$ cat src/rtl/fcs_pkg.sv
package fcs_pkg;
    typedef enum logic [2:0] {
        SQ_IDLE,
        SQ_KEY1,
        SQ_KEY2,
        SQ_PROG,
        SQ_ERA,
        SQ_ERA_KEY1,
        SQ_ERA_KEY2
    } seq_e;

    localparam logic [7:0] KEY_A       = 8'hAA;
    localparam logic [7:0] KEY_B       = 8'h55;
    localparam logic [7:0] OP_PROGRAM  = 8'hA0;
    localparam logic [7:0] OP_ERASE    = 8'h80;
    localparam logic [7:0] OP_ID_ENTER = 8'h90;
    localparam logic [7:0] OP_ID_LEAVE = 8'hF0;
    localparam logic [7:0] OP_CHIP     = 8'h10;
    localparam logic [7:0] OP_SECTOR   = 8'h30;
    localparam logic [7:0] OP_LOCK     = 8'h40;
endpackage

$ cat src/rtl/fcs_sector_map.sv
module fcs_sector_map #(
    parameter int UNIT_BYTES = 2,
    parameter int DEPTH      = 32 * UNIT_BYTES,
    parameter int IW         = $clog2(DEPTH)
) (
    input  logic [IW-1:0] idx,
    output logic [IW-1:0] lo,
    output logic [IW-1:0] hi,
    output logic          in_boot
);
    int unit;
    int lo_u;
    int hi_u;

    always_comb begin
        unit = int'(idx) / UNIT_BYTES;
        if (unit < 8) begin
            lo_u = 0;  hi_u = 7;
        end else if (unit < 16) begin
            lo_u = 8;  hi_u = 15;
        end else if (unit < 24) begin
            lo_u = 16; hi_u = 23;
        end else if (unit < 28) begin
            lo_u = 24; hi_u = 27;
        end else if (unit == 28) begin
            lo_u = 28; hi_u = 28;
        end else if (unit == 29) begin
            lo_u = 29; hi_u = 29;
        end else begin
            lo_u = 30; hi_u = 31;
        end
        lo      = IW'(lo_u * UNIT_BYTES);
        hi      = IW'((hi_u + 1) * UNIT_BYTES - 1);
        in_boot = (lo_u == 30);
    end
endmodule

$ cat src/rtl/fcs_busy_timer.sv
module fcs_busy_timer #(
    parameter int CW = 4
) (
    input  logic          clk,
    input  logic          rst_n,
    input  logic          start,
    input  logic [CW-1:0] len,
    output logic          busy,
    output logic [CW-1:0] cnt
);
    logic [CW-1:0] cnt_d, cnt_q;

    always_comb begin
        cnt_d = cnt_q;
        if (start)
            cnt_d = len;
        else if (cnt_q != '0)
            cnt_d = cnt_q - 1'b1;
    end

    always_ff @(posedge clk or negedge rst_n) begin
        if (!rst_n) cnt_q <= '0;
        else        cnt_q <= cnt_d;
    end

    assign busy = (cnt_q != '0);
    assign cnt  = cnt_q;
endmodule

$ cat src/rtl/flash_cmd_seq.sv
module flash_cmd_seq
    import fcs_pkg::*;
#(
    parameter int         AW         = 16,
    parameter int         UNIT_BYTES = 2,
    parameter int         PROG_CYC   = 6,
    parameter int         ERASE_CYC  = 12,
    parameter logic [7:0] MFR_ID     = 8'hDA,
    parameter logic [7:0] DEV_ID     = 8'h8C
) (
    input  logic          clk,
    input  logic          rst_n,
    input  logic          wr_en,
    input  logic          rd_en,
    input  logic [AW-1:0] addr,
    input  logic [7:0]    wdata,
    output logic [7:0]    rdata
);
    localparam int DEPTH      = 32 * UNIT_BYTES;
    localparam int IW         = $clog2(DEPTH);
    localparam int BOOT_BYTES = 2 * UNIT_BYTES;
    localparam int BOOT_LO    = DEPTH - BOOT_BYTES;
    localparam int CMAX       = (PROG_CYC > ERASE_CYC) ? PROG_CYC : ERASE_CYC;
    localparam int CW         = $clog2(CMAX + 1);

    typedef struct packed {
        seq_e                   seq;
        logic [DEPTH-1:0][7:0]  mem;
        logic                   lock;
        logic                   idm;
        logic                   tgt7;
        logic                   tog;
        logic [7:0]             rdata;
    } st_t;

    st_t           q, n;
    logic          busy;
    logic [CW-1:0] cnt;
    logic          t_start;
    logic [CW-1:0] t_len;
    logic [IW-1:0] idx, sec_lo, sec_hi;
    logic          in_boot;
    logic          at_5555, at_2aaa;

    assign idx     = addr[IW-1:0];
    assign at_5555 = (addr == AW'(16'h5555));
    assign at_2aaa = (addr == AW'(16'h2AAA));

    fcs_sector_map #(.UNIT_BYTES(UNIT_BYTES), .DEPTH(DEPTH), .IW(IW)) u_map (
        .idx    (idx),
        .lo     (sec_lo),
        .hi     (sec_hi),
        .in_boot(in_boot)
    );

    fcs_busy_timer #(.CW(CW)) u_timer (
        .clk  (clk),
        .rst_n(rst_n),
        .start(t_start),
        .len  (t_len),
        .busy (busy),
        .cnt  (cnt)
    );

    always_comb begin
        n       = q;
        t_start = 1'b0;
        t_len   = CW'(PROG_CYC);

        if (rd_en) begin
            if (busy) begin
                n.rdata = {~q.tgt7, q.tog, 6'b0};
                n.tog   = ~q.tog;
            end else if (q.idm) begin
                n.rdata = idx[0] ? DEV_ID : MFR_ID;
            end else begin
                n.rdata = q.mem[idx];
            end
        end

        if (wr_en && !busy) begin
            n.seq = SQ_IDLE;
            unique case (q.seq)
                SQ_IDLE:     if (at_5555 && wdata == KEY_A) n.seq = SQ_KEY1;
                SQ_KEY1:     if (at_2aaa && wdata == KEY_B) n.seq = SQ_KEY2;
                SQ_KEY2: begin
                    if (at_5555) begin
                        case (wdata)
                            OP_PROGRAM:  n.seq = SQ_PROG;
                            OP_ERASE:    n.seq = SQ_ERA;
                            OP_ID_ENTER: n.idm = 1'b1;
                            OP_ID_LEAVE: n.idm = 1'b0;
                            default:     n.seq = SQ_IDLE;
                        endcase
                    end
                end
                SQ_PROG: begin
                    if (!(in_boot && q.lock)) begin
                        n.mem[idx] = q.mem[idx] & wdata;
                        n.tgt7     = wdata[7];
                        t_start    = 1'b1;
                        t_len      = CW'(PROG_CYC);
                    end
                end
                SQ_ERA:      if (at_5555 && wdata == KEY_A) n.seq = SQ_ERA_KEY1;
                SQ_ERA_KEY1: if (at_2aaa && wdata == KEY_B) n.seq = SQ_ERA_KEY2;
                SQ_ERA_KEY2: begin
                    if (at_5555 && wdata == OP_CHIP) begin
                        for (int i = 0; i < DEPTH; i++)
                            if (!(q.lock && i >= BOOT_LO)) n.mem[i] = 8'hFF;
                        n.tgt7  = 1'b1;
                        t_start = 1'b1;
                        t_len   = CW'(ERASE_CYC);
                    end else if (at_5555 && wdata == OP_LOCK) begin
                        n.lock = 1'b1;
                    end else if (wdata == OP_SECTOR && !(in_boot && q.lock)) begin
                        for (int i = 0; i < DEPTH; i++)
                            if (i >= int'(sec_lo) && i <= int'(sec_hi)) n.mem[i] = 8'hFF;
                        n.tgt7  = 1'b1;
                        t_start = 1'b1;
                        t_len   = CW'(ERASE_CYC);
                    end
                end
                default:     n.seq = SQ_IDLE;
            endcase
        end
    end

    always_ff @(posedge clk or negedge rst_n) begin
        if (!rst_n) begin
            q.seq   <= SQ_IDLE;
            q.mem   <= '1;
            q.lock  <= 1'b0;
            q.idm   <= 1'b0;
            q.tgt7  <= 1'b0;
            q.tog   <= 1'b0;
            q.rdata <= '0;
        end else begin
            q <= n;
        end
    end

    assign rdata = q.rdata;
endmodule

$ cat config.mk
export PLATFORM = sky130hd
export DESIGN_NAME = flash_cmd_seq
export DESIGN_NICKNAME = d
export VERILOG_FILES = /design/src/rtl/fcs_pkg.sv /design/src/rtl/fcs_sector_map.sv /design/src/rtl/fcs_busy_timer.sv /design/src/rtl/flash_cmd_seq.sv
export SDC_FILE = /design/constraint.sdc
export NUM_CORES = 1
export LEC_CHECK = 0
export BUFFER_PORTS_ARGS = -buffer_cell sky130_fd_sc_hd__clkbuf_2
export CAP_MARGIN = 10
export CORE_UTILIZATION = 54
export CTS_BUF_LIST = sky130_fd_sc_hd__clkbuf_8
export DETAILED_ROUTE_END_ITERATION = 7
export PLACE_DENSITY_LB_ADDON = 0.08
export SLEW_MARGIN = 20
export SYNTH_ARGS = -nofsm -noshare
export SYNTH_HDL_FRONTEND = slang
export SYNTH_SLANG_ARGS = --single-unit
$ cat constraint.sdc
create_clock -name clk -period 7.95 [get_ports clk]
set_input_delay 1.59 -clock clk [delete_from_list [all_inputs] [get_ports clk]]
set_output_delay 1.59 -clock clk [all_outputs]
set_load 0.05 [all_outputs]
== Word level (Yosys, flattened, before mapping) ==
Cells that the tools add are included.

* Input port bits: 28
* Register bits after elaboration: 531
* Output and inout bits: 8
* Word-level logic and storage cells: 559

* Multiplexer cells: 116
* Bitwise logic cells: 4
* $add $sub $neg: 3
* Eq/ne operators: 88
* Order comparisons: 132
* Reductions and logical operators: 145

{| class="wikitable"
|+ Operator list
! operator !! count
|-
| $mux 512 || 4
|-
| $pmux 512 s2 || 1
|-
| $mux 8 || 69
|-
| $bwmux 512 || 1
|-
| $reduce_and 6->1 || 60
|-
| $ne 3x3->1 const B || 67
|-
| $le 6x6->1 const A || 32
|-
| $ge 6x6->1 const A || 31
|-
| $mux 32 || 5
|-
| $ge 5x6->1 const A || 16
|-
| $le 5x6->1 const A || 16
|-
| $logic_and 1x1->1 || 70
|-
| $bmux 8 s6 || 1
|-
| $demux 8 s6 || 1
|-
| $ge 4x6->1 const A || 8
|-
| $le 4x6->1 const A || 8
|-
| $eq 8x8->1 const B || 5
|-
| $eq 32x6->1 const B || 1
|-
| $mux 4 || 7
|-
| $reduce_and 7->1 || 4
|-
| $ge 3x6->1 const A || 4
|-
| $le 3x6->1 const A || 4
|-
| $mux 5 || 4
|-
| $eq 16x14->1 const B || 1
|-
| 36 further kinds || 68
|}

== Depth between registers and ports, before layout ==
Gate-level depths: netlist of the first run.

* Word-level depth: 17
* Depth in mapped cells: 14
* Gate-level depth less buffers: 9

== Hierarchy ==
Synthesis of the first run repeated with hierarchy kept, for this count alone.

* Cell total of the unflattened synthesis: 2946
* Area total of the unflattened synthesis: 27945.6 µm²

{| class="wikitable"
|+ By module, submodules not included
! module !! seq. area each (µm²) !! cells each !! instances !! area each (µm²)
|-
| flash_cmd_seq || 13828.3 || 2900 || 1 || 27563.9
|-
| fcs_busy_timer || 100.1 || 26 || 1 || 251.5
|-
| fcs_sector_map || 0.0 || 20 || 1 || 130.1
|}

== Least setup slack after synthesis of the first run ==
No wires, ideal clock.

* Kind: input to register
* Start point: input addr[2]
* End point: register q[492] in the netlist's numbering
* Buffers on the path: 4
* Setup slack: 4.027 ns
* Data required time: 7.858 ns
* Arrival time: 3.830 ns
* Cell stages on the path: 11
* Library setup time: 0.092 ns
* Cells stage by stage: buf_2 -> buf_2 -> buf_1 -> mux4_2 -> nand2_1 -> nand2_1 -> a221o_1 -> or3_1 -> a21oi_4 -> buf_4 -> mux2i_1

* Word-level cells in the longest chain between the ends: 13
* Elaborated cells on any way between the ends: 48
* Those cells by class: add/sub: 2; order compare: 8; eq/ne: 9; mux: 20; bitwise: 1; reduce/logical: 8

{| class="wikitable"
|+ Ends and longest elaborated chain
! element !! RTL line !! RTL
|-
| start, declared || flash_cmd_seq.sv:15 || <nowiki>input logic [AW-1:0] addr,</nowiki>
|-
| $eq 5x3->1 || fcs_sector_map.sv:27 || <nowiki>end else if (unit == 29) begin</nowiki>
|-
| $mux 2 || fcs_sector_map.sv:27 ||
|-
| $mux 2 / $mux 32 (equally long branches) || fcs_sector_map.sv:25 || <nowiki>end else if (unit == 28) begin</nowiki>
|-
| $mux 5 / $mux 32 (equally long branches) || fcs_sector_map.sv:23 || <nowiki>end else if (unit < 28) begin</nowiki>
|-
| $mux 5 / $mux 32 (equally long branches) || fcs_sector_map.sv:21 || <nowiki>end else if (unit < 24) begin</nowiki>
|-
| $mux 5 / $mux 32 (equally long branches) || fcs_sector_map.sv:19 || <nowiki>end else if (unit < 16) begin</nowiki>
|-
| $mux 5 / $mux 32 (equally long branches) || fcs_sector_map.sv:17 || <nowiki>if (unit < 8) begin</nowiki>
|-
| $add 5x2->5 / $eq 32x6->1 (equally long branches) || fcs_sector_map.sv:33, fcs_sector_map.sv:34 ||
|-
| $sub 6x2->6 / $logic_and 1x1->1 (equally long branches) || fcs_sector_map.sv:33, flash_cmd_seq.sv:98, flash_cmd_seq.sv:116 ||
|-
| $le 6x6->1 / $logic_not 1->1 (equally long branches) || flash_cmd_seq.sv:118, flash_cmd_seq.sv:116 ||
|-
| $logic_and 1x1->1, on equally long branches || flash_cmd_seq.sv:118, flash_cmd_seq.sv:116 ||
|-
| $ne 3x3->1 (no source line) || n/a ||
|-
| $reduce_and 7->1 (no source line) || n/a ||
|-
| end signal, assigned || flash_cmd_seq.sv:139 || <nowiki>q <= n;</nowiki>
|-
| end, declared || flash_cmd_seq.sv:36 || <nowiki>st_t q, n;</nowiki>
|}

Several ways; a longest one is shown, not always the timed one. The select of a mux whose other input is x is not followed.
A chain may end at the register's enable or synchronous reset.

== Worst setup path in the final report of the first run ==
* Start point: input addr[0]
* End point: register q[425] in the netlist's numbering

* Word-level cells in the longest chain between the ends: 7
* Elaborated cells on any way between the ends: 19
* Those cells by class: order compare: 2; eq/ne: 4; mux: 8; bitwise: 1; reduce/logical: 4

{| class="wikitable"
|+ Ends and longest elaborated chain
! element !! RTL line !! RTL
|-
| $lt 6x7->1 (implied by the code) / $ge 6x1->1 (equally long branches) || flash_cmd_seq.sv:99 || <nowiki>n.mem[idx] = q.mem[idx] & wdata;</nowiki>
|-
| $logic_and 1x1->1 (implied by the code) || flash_cmd_seq.sv:99 ||
|-
| $mux 8 (implied by the code) || flash_cmd_seq.sv:99 ||
|-
| $demux 8 s6 || flash_cmd_seq.sv:99 ||
|-
| $bwmux 512 || flash_cmd_seq.sv:99 ||
|-
| $mux 512 || flash_cmd_seq.sv:98 || <nowiki>if (!(in_boot && q.lock)) begin</nowiki>
|-
| $pmux 512 s2 || flash_cmd_seq.sv:83 || <nowiki>unique case (q.seq)</nowiki>
|}

Several ways; a longest one is shown, not always the timed one. The select of a mux whose other input is x is not followed.

==> run_results.csv, run 1 <==
group,metric,value,unit
sta,finalClockSkew,0.0304,ns
yosys,synth.largest_area_cell,"dfstp_2",
yosys,yosysMostFrequentCell,"nor2_1",
grt,overflow,0,
route,first_iter_violations,2976,
worst_setup_path,regToRegStartpoint,"q[137]",
clock_network,hold_buffers,0,
hold_path,min-delay-start,"q[500]",
final_layout,multi_input_area,0.0105,sq mm
sta,finalWorstSetupSlack,2.64,ns
placement,gp_congestion,0.973,
worst_setup_path,crit_path_end,"q[425]",
clock_network,numClockSinks,531,
worst_setup_path,critical_path.startpoint_type,"input pin",
worst_setup_path,worstReg2RegEnd,"q[425]",
yosys,syn_avg_cell_area,9.88,sq um
clock_network,cts_tree,"built",
sta,setup_viol,0,
floorplan,start_util,0.547,
sta,hold_viol_final,0,
sta,final_max_slew_viol_count,0,
worst_setup_path,worstPathMaxFanout,71,
floorplan,core,0.0466,sq mm
yosys,yosys-top-cells-area,"dfstp_2 53%, a21oi_1 10%, nor2_1 9.1%",
pwr,ir_worst_vdd,0.168,mV
floorplan,die_area,0.0480,sq mm
yosys,synth_top_flop_cell,"dfstp_2",
route,drtPass1Iterations,7,
route,num_vias,21901,
worst_setup_path,crit_start,"addr[0]",
placement,portBuffers,35,
sta,final.min_clock_period,5.31,ns
floorplan,num_rows,79,
final_layout,num-nets-final,2605,
final_layout,utilization,0.601,
yosys,synth_cells,2576,
yosys,netlist_area,0.0254,sq mm
clock_network,cts.repair.resized,0,
worst_setup_path,crit_arrival,5.89,ns
floorplan,die_y,219,microns
grt,grt_use_total,0.385,
hold_path,hold_class,"reg2reg",
route,via_per_inst,6.73,
grt,grt_max_degree,158,
route,wl_per_cell,28.2,microns
sta,max-slew-margin-rel,0.224,
clock_network,cts_root_buf,"clkbuf_8",
yosys,synth_top_cell_area_share,0.529,
yosys,ys_warn_count,0,
worst_setup_path,path_class,"in2reg",
flow_run,cap_violations,0,
placement,place_ws,2.08,ns
final_layout,regArea,0.0139,sq mm
grt,antenna_found_initial,2,
clock_network,cts_buffers,91,
worst_setup_path,cp.required,8.53,ns
clock_network,clockBufferDepth,3,
sta,worst-slew-pin-transition,1.15,ns
pwr,p_per_area,209,mW/mm^2
clock_network,insertion_delay,0.69,ns
sta,rsz0062_at_grt,"false",
yosys,syn_nets,2605,
final_layout,drive_above_1_share,0.321,
yosys,synth-seq-cells,531,
placement,hpwl,58600,microns
route,drc_errors,0,
final_layout,nFillCells,3924,
yosys,async_flop_share,1.00,
pwr,p_leak,10.4,nW
grt,grt_pass1_wl,136000,microns
worst_setup_path,end_kind,"flip-flop",
yosys,synth.distinct_cells,75,
clock_network,path_clk_slew,0.06,ns
yosys,synth_common_cells,"620 x nor2_1, 522 x a21oi_1, 512 x dfstp_2, 96 x nand2_1, 87 x clkbuf_1",
floorplan,io_pins,36,
sta,finalCritPeriodShare,0.668,
worst_setup_path,worst-r2r-cell-count,8,
sta,fmax,188,MHz
route,routed_wl,91800,microns
worst_setup_path,reg2reg_slack,4.27,ns
grt,grt_pass1_vias,20977,
sta,tns,0,ns
floorplan,die_width,219,microns
clock_network,post_cts_buffers,0,
final_layout,syn2layout_area_growth,9.94,%
clock_network,htreeDepth,3,
route,drtAntennaViolNets,0,
yosys,yosysSeqAreaShare,0.547,
run_status,status,"finished clean",
yosys,synth-edff-count,0,
==> logic make-up after synthesis <==
logic type,share of synthesized area
XOR/XNOR,0.000344
AND/OR/NAND/NOR,0.153
AO/OA/AOI/OAI,0.199
buffers and inverters,0.0427
multiplexers,0.0572
adder cells (fa/ha/maj),0.000492
flip-flops,0.547
==> report_power, final <==
part           total, mW  internal [mW]  switching (mW)
logic              0.490          0.117           0.373
registers           2.76           2.74          0.0238
clock network       2.59           1.44            1.14
==> per-stage QoR <==
step,instance area [sq um],power (mW),hold slack [ns],std cells
final,28000,5.84,0.469,3256
after global routing,28000,6.02,0.484,3254
after CTS,27900,5.85,0.468,3254
after detailed placement,26000,3.28,0.459,3090
after global placement,26000,3.27,0.453,3090
after floorplan,25400,3.08,0.444,2576
==> worst min path at each step <==
stage,depth (start not counted),end
2_1_floorplan,2,q[492]
3_3_place_gp,2,q[500]
3_5_place_dp,2,q[500]
4_1_cts,2,q[500]
5_1_grt,2,q[492]
6_report,2,q[500]
==> flip-flops by register name (all words and copies together), names as in the netlist <==
signal and cells:
rdata 8, u_timer.cnt 4, q 519
==> critical path, stage by stage <==
cell and delay, ns:
buf_6 0.55, buf_4 0.55, nor3b_2 0.09, buf_4 0.30, a222oi_1 0.32, a21oi_1 0.11, nor4_1 0.49, o211ai_1 0.25
o21ai_4 0.82, buf_4 0.56, a31oi_1 0.17
==> routing by layer <==
layer	track usage	wire, microns	vias up
met3	0.107	10500	291
met5	0	0	-
li1	-	-	9242
met1	0.538	36900	10975
met4	0.182	4550	0
met2	0.554	39800	1393
==> final cells by class <==
class	count	area share
flip-flops and latches	531	0.498
multi-input cells	1834	0.377
clock buffers	124	0.0610
repair buffers	108	0.0276
well taps	607	0.0272
clock inverters	40	0.00765
inverters	10	0.00134
diodes	2	0.000179
==> layout by cell type, fill, tap and decap left out, types with 8 or more instances in the layout <==
cell type    n
nor2_1     616
a21oi_1    521
dfstp_2    512
clkbuf_8   124
nand2_1     95
a31oi_1     78
buf_4       72
a221oi_1    56
a22oi_1     56
mux2i_1     42
mux4_2      40
inv_1       39
clkbuf_2    31
nand3b_1    24
o21ai_0     24
nand3_1     21
nor3_1      21
dfrtp_1     19
and2_1      13
nand2b_1    12
mux2_2      12
o22ai_1     12
nand4_1     10
o221ai_1     9
nor4bb_1     8
nor4_1       8
a22o_1       8
Note: power is estimated with default switching activity, not from simulation.
==> run 2, diff against run 1 <==
clock period = 5.4 ns   (was 7.95 ns; I/O delays follow)
==> run_results.csv, run 2 (synthesis gave the netlist of run 1 again) <==
group,metric,value,unit
clock_network,htreeDepth,3,
clock_network,cts_buffers,90,
worst_setup_path,worst_path_max_delay_cell,"or4_1",
sta,hold_viol_final,0,
floorplan,core,0.0466,sq mm
worst_setup_path,critical-path-top-delay-family,"buffers and inverters",
sta,setup_viol,0,
worst_setup_path,worstPathMaxFanout,44,
grt,grt_pass1_wl,138000,microns
worst_setup_path,critical_path.startpoint_type,"input pin",
route,drc_errors,0,
final_layout,final_cell_mix,"619 x nor2_1, 521 x a21oi_1, 512 x dfstp_2",
placement,portBuffers,35,
sta,fmax,246,MHz
clock_network,hold_buffers,0,
grt,grt_max_degree,118,
route,first_iter_violations,3200,
route,routed_wl,92600,microns
final_layout,num_antenna_cells,0,
final_layout,drive_above_1_share,0.327,
route,drtPass1Iterations,7,
run_status,status,"finished clean",
worst_setup_path,path_buf_inv,4,
pwr,ir_worst_vdd,0.235,mV
final_layout,num-nets-final,2650,
placement,place_area,0.0265,sq mm
pwr,p_leak,10.6,nW
clock_network,insertion_delay,0.71,ns
sta,finalClockSkew,0.0409,ns
final_layout,finalNonFillerCells,3298,
clock_network,clockBufferDepth,3,
floorplan,start_util,0.547,
floorplan,die_y,219,microns
grt,overflow,0,
grt,antenna_found_initial,2,
route,wl_per_cell,28.1,microns
worst_setup_path,cpMostUsedCell,"buf_4",
sta,final.min_clock_period,4.06,ns
worst_setup_path,crit_arrival,4.63,ns
final_layout,regMostFlops,"q",
clock_network,post_cts_buffers,0,
floorplan,io_pins,36,
worst_setup_path,end_kind,"flip-flop",
grt,grt_use_total,0.391,
floorplan,num_rows,79,
clock_network,numClockSinks,531,
worst_setup_path,path_class,"in2reg",
worst_setup_path,cp.required,5.97,ns
sta,tns,0,ns
sta,finalCritPeriodShare,0.752,
flow_run,cap_violations,0,
worst_setup_path,slowest_delay,0.72,ns
clock_network,cts_root_buf,"clkbuf_8",
route,via_per_inst,6.77,
sta,max-slew-margin-rel,0.290,
sta,worst-slew-pin-transition,1.06,ns
floorplan,die_area,0.0480,sq mm
route,num_vias,22335,
placement,dp.cells,3136,
pwr,totalPowerFinal,8.41,mW
final_layout,layout_commonest_cell,"nor2_1",
hold_path,hold_class,"reg2reg",
worst_setup_path,path_cells,"buf_6, buf_12, and3b_1, buf_4, a22oi_1, a41oi_1, or4_1, o31ai_4, and2_1, buf_4, a21oi_1",
final_layout,syn2layout_area_growth,11.0,%
clock_network,path_clk_slew,0.06,ns
pwr,p_per_area,298,mW/mm^2
final_layout,fin_area,0.0282,sq mm
placement,hpwl,60000,microns
sta,rsz0062_at_grt,"false",
grt,grt_pass1_vias,21383,
final_layout,largest_reg_flops,519,
placement,gp_congestion,0.985,
route,drtAntennaViolNets,0,
sta,final_max_slew_viol_count,0,
floorplan,die_width,219,microns
clock_network,cts_tree,"built",
clock_network,cts.repair.resized,0,
-- run 2: cell types whose count changed in the layout (fill, tap and decap cells not counted), sizes merged --
cell,delta
clkbuf,-11
inv,+8
clkinv,+1
diode,-2
bufinv,-2
clkinvlp,+2
buf,+46
-- run 2: worst paths after layout --
path / startpoint / end / slack [ns] / cells after the start
worst min register to register: q[508] / q[508] / 0.47 / 2
max in group asynchronous: rst_n / q[348] / 3.68 / 2
worst max register to register: u_timer.cnt[0] / q[133] / 1.83 / 10
worst min-delay path: q[508] / q[508] / 0.47 / 2
worst max-delay path: addr[0] / q[174] / 1.34 / 11
min in group asynchronous: rst_n / q[451] / 0.92 / 1
-- run 2: per-stage QoR --
| step | util | worst slack [ns] | hold slack, ns |
|---|---|---|---|
| after floorplan | - | 1.99 | 0.444 |
| after global placement | 0.568 | 0.801 | 0.452 |
| after detailed placement | 0.568 | 0.715 | 0.461 |
| after CTS | 0.607 | 1.44 | 0.475 |
| after global routing | 0.607 | 1.27 | 0.499 |
| final | 0.607 | 1.34 | 0.475 |
-- run 2: report_power, final --
part / leakage [nW] / internal [mW] / total, mW / switching [mW]
clock network: 1.05 / 1.88 / 3.58 / 1.70
registers: 5.52 / 4.04 / 4.07 / 0.0395
logic: 4.06 / 0.192 / 0.751 / 0.559
-- run 2: metal layers --
metal | global-route usage | share of wire | routed length, microns
met4 | 0.209 | 0.052 | 4810
met1 | 0.534 | 0.39 | 36300
met3 | 0.112 | 0.13 | 11700
met5 | 0.00938 | 0.00097 | 90
met2 | 0.559 | 0.43 | 39700
-- run 2: layout make-up --
class	count	area (sq um)
clock buffers	113	1560
fillers	3954	18300
multi-input cells	1834	10500
well taps	607	759
clock inverters	49	216
repair buffers	154	1210
flip-flops and latches	531	13900
inverters	10	37.5
-- run 2: tightest hold or removal path, stage by stage, from the launching register on --
cell and delay, ns:
dfstp_2 0.37, inv_1 0.05, mux2i_1 0.05
